### src/rtl/bcdw_pkg.sv
package bcdw_pkg;

    localparam int NIB_W = 4;
    localparam logic [NIB_W-1:0] SIX = 4'd6;

    typedef logic [NIB_W-1:0] digit_t;

endpackage

### src/rtl/bcdw_chain_adder.sv
// Full-width binary adder built nibble by nibble so that the carry at each
// 4-bit boundary is visible. ADD_SIX selects the correction variant.
module bcdw_chain_adder #(
    parameter int DIGITS  = 4,
    parameter bit ADD_SIX = 1'b0,
    localparam int W      = 4*DIGITS
) (
    input  logic [W-1:0]    a_i,
    input  logic [W-1:0]    b_i,
    input  logic            c_i,
    output logic [W-1:0]    s_o,
    output logic [DIGITS:0] nib_c_o
);
    import bcdw_pkg::*;

    assign nib_c_o[0] = c_i;

    for (genvar g = 0; g < DIGITS; g++) begin : g_nib
        logic [NIB_W:0] part;
        if (ADD_SIX) begin : g_six
            assign part = {1'b0, a_i[g*NIB_W +: NIB_W]}
                        + {1'b0, b_i[g*NIB_W +: NIB_W]}
                        + {1'b0, SIX}
                        + {{NIB_W{1'b0}}, nib_c_o[g]};
        end else begin : g_plain
            assign part = {1'b0, a_i[g*NIB_W +: NIB_W]}
                        + {1'b0, b_i[g*NIB_W +: NIB_W]}
                        + {{NIB_W{1'b0}}, nib_c_o[g]};
        end
        assign s_o[g*NIB_W +: NIB_W] = part[NIB_W-1:0];
        assign nib_c_o[g+1]          = part[NIB_W];
    end

endmodule

### src/rtl/bcdw_digit_pick.sv
// Per-digit selector: corrected digit when the digit carried, otherwise the
// plain digit realigned by the carry disagreement between the two paths.
module bcdw_digit_pick (
    input  bcdw_pkg::digit_t plain_d_i,
    input  bcdw_pkg::digit_t corr_d_i,
    input  logic             plain_cin_i,
    input  logic             corr_cin_i,
    input  logic             corr_cout_i,
    output bcdw_pkg::digit_t res_o
);
    import bcdw_pkg::*;

    digit_t realigned;
    logic   lag;

    // For valid BCD the plain carry never leads the corrected one, so the
    // difference is 0 or +1.
    assign lag       = corr_cin_i & ~plain_cin_i;
    assign realigned = plain_d_i + {{(NIB_W-1){1'b0}}, lag};

    always_comb begin
        if (corr_cout_i) res_o = corr_d_i;
        else             res_o = realigned;
    end

endmodule

### src/rtl/bcd_wide_adder.sv
module bcd_wide_adder #(
    parameter int DIGITS = 4,
    localparam int W     = 4*DIGITS
) (
    input  logic [W-1:0] opa_i,
    input  logic [W-1:0] opb_i,
    input  logic         cin_i,
    output logic [W-1:0] sum_o,
    output logic         cout_o
);
    import bcdw_pkg::*;

    logic [W-1:0]    plain_s, corr_s;
    logic [DIGITS:0] plain_c, corr_c;

    bcdw_chain_adder #(.DIGITS(DIGITS), .ADD_SIX(1'b0)) u_plain (
        .a_i(opa_i), .b_i(opb_i), .c_i(cin_i),
        .s_o(plain_s), .nib_c_o(plain_c)
    );

    bcdw_chain_adder #(.DIGITS(DIGITS), .ADD_SIX(1'b1)) u_corr (
        .a_i(opa_i), .b_i(opb_i), .c_i(cin_i),
        .s_o(corr_s), .nib_c_o(corr_c)
    );

    for (genvar g = 0; g < DIGITS; g++) begin : g_pick
        bcdw_digit_pick u_pick (
            .plain_d_i  (plain_s[g*NIB_W +: NIB_W]),
            .corr_d_i   (corr_s[g*NIB_W +: NIB_W]),
            .plain_cin_i(plain_c[g]),
            .corr_cin_i (corr_c[g]),
            .corr_cout_i(corr_c[g+1]),
            .res_o      (sum_o[g*NIB_W +: NIB_W])
        );
    end

    // A plain top carry always implies a corrected top carry for valid BCD.
    assign cout_o = corr_c[DIGITS] | plain_c[DIGITS];

endmodule

### config.mk
export PLATFORM = sky130hd
export DESIGN_NAME = bcd_wide_adder
export DESIGN_NICKNAME = d
export VERILOG_FILES = /design/src/rtl/bcdw_pkg.sv /design/src/rtl/bcdw_chain_adder.sv /design/src/rtl/bcdw_digit_pick.sv /design/src/rtl/bcd_wide_adder.sv
export SDC_FILE = /design/constraint.sdc
export NUM_CORES = 1
export LEC_CHECK = 0
export BUFFER_PORTS_ARGS = -buffer_cell sky130_fd_sc_hd__buf_2
export CORE_MARGIN = 8
export CORE_UTILIZATION = 33
export DETAILED_ROUTE_END_ITERATION = 6
export GPL_ROUTABILITY_DRIVEN = 0
export GPL_TIMING_DRIVEN = 0
export SLEW_MARGIN = 20
export SYNTH_ARGS = -nofsm -noshare
export SYNTH_HDL_FRONTEND = slang
export SYNTH_SLANG_ARGS = --single-unit
### constraint.sdc
create_clock -name vclk -period 16.2
set_clock_uncertainty 0.1 [all_clocks]
set_input_delay 1.62 -clock vclk [all_inputs]
set_output_delay 1.62 -clock vclk [all_outputs]
set_load 0.01 [all_outputs]
# Yosys cells after proc, flatten, opt, wreduce, memory -nomap -nowiden
# Index checks and enable logic that the tools add are counted.
classes:
  bitwise_logic: 7
  n_addsub: 19
  muxes: 4
op_table:
  columns: ["op", "n"]
  rows:
  - ["$add 5x1->5", 8]
  - ["$add 4x4->5", 4]
  - ["$add 5x3->5 const B", 4]
  - ["$mux 4", 4]
  - ["$add 4x1->4", 3]
  - ["$and 1x1->1", 3]
  - ["$not 1->1", 3]
  - ["$or 1x1->1", 1]
totals:
  input_bits: 33
  output_inout_bits: 17
  reg_bits: 0

# Logic depth before layout (Yosys ltp)
logic_depth:
  word_depth: 8
  depth_mapped: 28

# Modules after synthesis
# From an unflattened synthesis, not the netlist that was laid out.
unflattened:
  hier_cells: 214
  hier_area_um2: 1760.4
modules_own_cells:
  columns: ["module", "area_each_um2", "instances", "cells_each", "seq_area_each_um2"]
  rows:
  - ["bcdw_chain_adder (u_corr)", 824.5, 1, 105, 0.0]
  - ["bcdw_chain_adder (u_plain)", 554.3, 1, 60, 0.0]
  - ["bcdw_digit_pick", 93.8, 4, 12, 0.0]
  - ["bcd_wide_adder", 6.3, 1, 1, 0.0]

# Worst setup path after synthesis
# OpenSTA, ideal clock, no wires.
synth_path:
  path_type: "input to output"
  startpoint: "input opa_i[0]"
  endpoint: "output sum_o[12]"
  n_path_buf: 3
  required_ps: 14480
  arrival_time_ps: 6589
  slack_ps: 7891
  cell_stages: 28
  cell_sequence: "ha_1 -> fa_1 -> inv_1 -> ha_1 -> nand2_1 -> nor3b_1 -> xnor2_1 -> ha_1 -> inv_1 -> ha_1 -> clkbuf_1 -> and2_1 -> nor3_4 -> xnor2_2 -> ha_1 -> inv_1 -> ha_1 -> buf_2 -> a211oi_4 -> xnor2_2 -> ha_1 -> inv_1 -> ha_1 -> buf_1 -> nand2_1 -> nor3b_2 -> xnor2_1 -> mux2_1"
synth_via:
  elab_chain_len: 8
synth_rtl:
  columns: ["element", "line_no", "text"]
  rows:
  - ["start: declaration", "bcd_wide_adder.sv:5", "input logic [W-1:0] opa_i,"]
  - ["$add 4x4->5 (*)", "bcdw_chain_adder.sv:22, bcdw_chain_adder.sv:27", null]
  - ["$add 5x3->5 or $add 5x1->5 (tied branches)", "bcdw_chain_adder.sv:23, bcdw_chain_adder.sv:28", null]
  - ["$add 5x1->5, on equally long branches (2 in a row)", "bcdw_chain_adder.sv:24, bcdw_chain_adder.sv:28", null]
  - ["$add 5x1->5 or $not 1->1 (tied branches)", "bcdw_chain_adder.sv:24, bcdw_digit_pick.sv:18", null]
  - ["$and 1x1->1", "bcdw_digit_pick.sv:18", "assign lag = corr_cin_i & ~plain_cin_i;"]
  - ["$add 4x1->4", "bcdw_digit_pick.sv:19", "assign realigned = plain_d_i + {{(NIB_W-1){1'b0}}, lag};"]
  - ["$mux 4 (*)", "bcdw_digit_pick.sv:22", "if (corr_cout_i) res_o = corr_d_i;"]
  - ["end: declaration", "bcd_wide_adder.sv:8", "output logic [W-1:0] sum_o,"]
# Mark *: on every way between the ends. The rest lies on a longest branch, timed or not.

# Worst setup path in the final report
# Ends and elaborated chain as after synthesis.

==> run_results.csv <==
group,metric,value,unit
run_status,status,"complete, no violations",
global_route,antenna_found_initial,0,
clock_tree,cts_setup_buffers,0,
cells_and_area,diodes,0,
cells_and_area,areaGrowthSynthToFinish,17.4,%
sta,maxSlewHeadroom,0.635,
global_route,grt_overflow_total,0,
sta,finalMaxSlewViolations,0,
global_route,grt_pass1_wl,8050,um
worst_hold_path,hold_start,"cin_i",
synthesis,synthCells,251,
cells_and_area,final_cell_mix,"52 x buf_2, 37 x ha_1, 17 x inv_1",
setup_path,critPathCaptureType,"output port",
drt,drtPass1Iterations,4,
drt,vias,1995,
sta,final.min_clock_period,9.23,ns
sta,max_freq,0.108,GHz
global_route,grt_util_all_layers,0.103,
sta,setup_violations,0,
die,die_w,93.4,um
synthesis,syn_area,0.00198,mm^2
pwr,p_leak,1.11,nW
die,io_pins,50,
sta,hold_viol_final,0,
cells_and_area,layout_commonest_cell,"buf_2",
sta,worst_pin_slew,0.547,ns
drt,via_per_inst,5.31,
cells_and_area,nClkBuffers,0,
die,rows,28,
setup_path,cp_common_cell,"ha_1",
synthesis,ys.warnings.count,0,
setup_path,worst_setup_path_start_kind,"input pin",
setup_path,path_class,"in2out",
worst_hold_path,min_path_type,"in2out",
pwr,powerDensity,68.9,mW/mm^2
synthesis,yosys.area.top_type,"ha_1",
synthesis,ys_types,59,
die,core_area,0.00585,mm^2
drt,avgRoutedWirePerCell,12.0,um
setup_path,cp_max_fo,10,
place,io_buffer_count,50,
worst_hold_path,hold_path_depth,3,
die,dieArea,0.00872,mm^2
synthesis,yosysSeqAreaShare,0,
setup_path,cp_data_required_time,14.48,ns
pwr,vdd_drop_max,34.0,uV
synthesis,yosysTopAreaCellShare,0.234,
place,dp_hpwl,3900,um
drt,drcViolationCount,0,
flow_run,drv_cap,0,
synthesis,synthesis.nets,325,
sta,setup_tns,0,ns
cells_and_area,nets,377,
place,dp_cells,376,
worst_hold_path,holdPathEnd,"sum_o[0]",
cells_and_area,finalNonFillerCells,376,
drt,routed_wirelength,4520,um
global_route,grt_pass1_vias,1921,
sta,rsz0062_at_grt,"false",
cells_and_area,drive_gt1_frac,0.236,
pwr,total_power,0.160,mW
setup_path,cp_slowest_cell,"fa_1",
global_route,grt_max_degree,11,
cells_and_area,seq_cells,0,
cells_and_area,design_area,0.00232,mm^2
cells_and_area,register_area,0,um^2
die,start_util,0.338,
setup_path,arrival,7.51,ns
drt,drtIter0Drc,32,
sta,finalCritPeriodShare,0.570,
synthesis,synthTopCellsByArea,"ha_1 23%, xnor2_1 5.3%, fa_1 4.1%, mux2i_1 4.1%, inv_1 3.2%",
setup_path,max_stage_delay,0.57,ns
place,placed_area,0.00232,mm^2
die,die_y,93.4,um
synthesis,syn_avg_cell_area,7.88,um^2
clock_tree,cts_hold_buf,0,
clock_tree,cts_resized,0,
drt,ant_nets,0,
[worst max path at each step]
stage,from,end,slack (ns),cells after the start
after global routing,opa_i[0],sum_o[12],6.48,30
after global placement,opa_i[0],sum_o[12],6.99,30
after detailed placement,opa_i[0],sum_o[12],6.95,30
after floorplan,opa_i[0],sum_o[12],7.89,28
after CTS,opa_i[0],sum_o[12],6.93,30
final,opa_i[0],sum_o[12],6.97,30
[critical path, delay by kind of cell]
| family | cells | cell delay, ns |
|---|---|---|
| fa+ha+maj | 9 | 2.15 |
| buf+inv | 9 | 1.24 |
| simple gates | 6 | 1.03 |
| xor+xnor | 4 | 0.84 |
| mux | 1 | 0.35 |
| compound gates | 1 | 0.27 |
[power by group]
group	leakage, nW	internal, mW	switching, mW
clock network	0	0	0
logic	1.11	0.0728	0.0871
registers	0	0	0
total	1.11	0.0728	0.0871
[stage by stage]
stage	setup WS, ns	util	hold slack [ns]
floorplan	7.89	-	3.29
global placement	6.99	0.397	3.45
detailed placement	6.95	0.397	3.46
CTS	6.93	0.397	3.46
global route	6.48	0.397	3.48
finish	6.97	0.397	3.45
[final cells by class]
cell class / count / area (um^2)
inverter: 17 / 63.8
buffer: 7 / 40.0
multi-input combinational: 227 / 1870
fill: 595 / 3530
tap: 75 / 93.8
timing repair buffer: 50 / 250
[routing by layer]
metal,GRT usage,wire length [um]
met1,0.134,2140
met2,0.182,2110
met3,0.0152,271
met4,0,0
met5,0,0
[kinds of logic (layout without fill, tap and decap cells)]
logic type	count (synthesis)	count (layout)	share of synthesized area
muxes	13	13	0.0721
AOI/OAI and AO/OA	68	68	0.252
adders and majority gates	41	41	0.275
buffers and inverters	24	74	0.0525
and+or+nand+nor	83	83	0.237
xor gates and xnor gates	22	22	0.112
[synthesized netlist by cell type (all sizes together) (6+ instances only)]
master  number
a31oi        6
inv         17
xor2         7
nor3         7
xnor2       14
ha          37
mux2i        9
nand2       14
a211oi       6
a21oi       13
nor2        16
and3         8
nand3       10
o21ai        9
a21o         8
No activity file was read; power rests on OpenSTA's default activity.
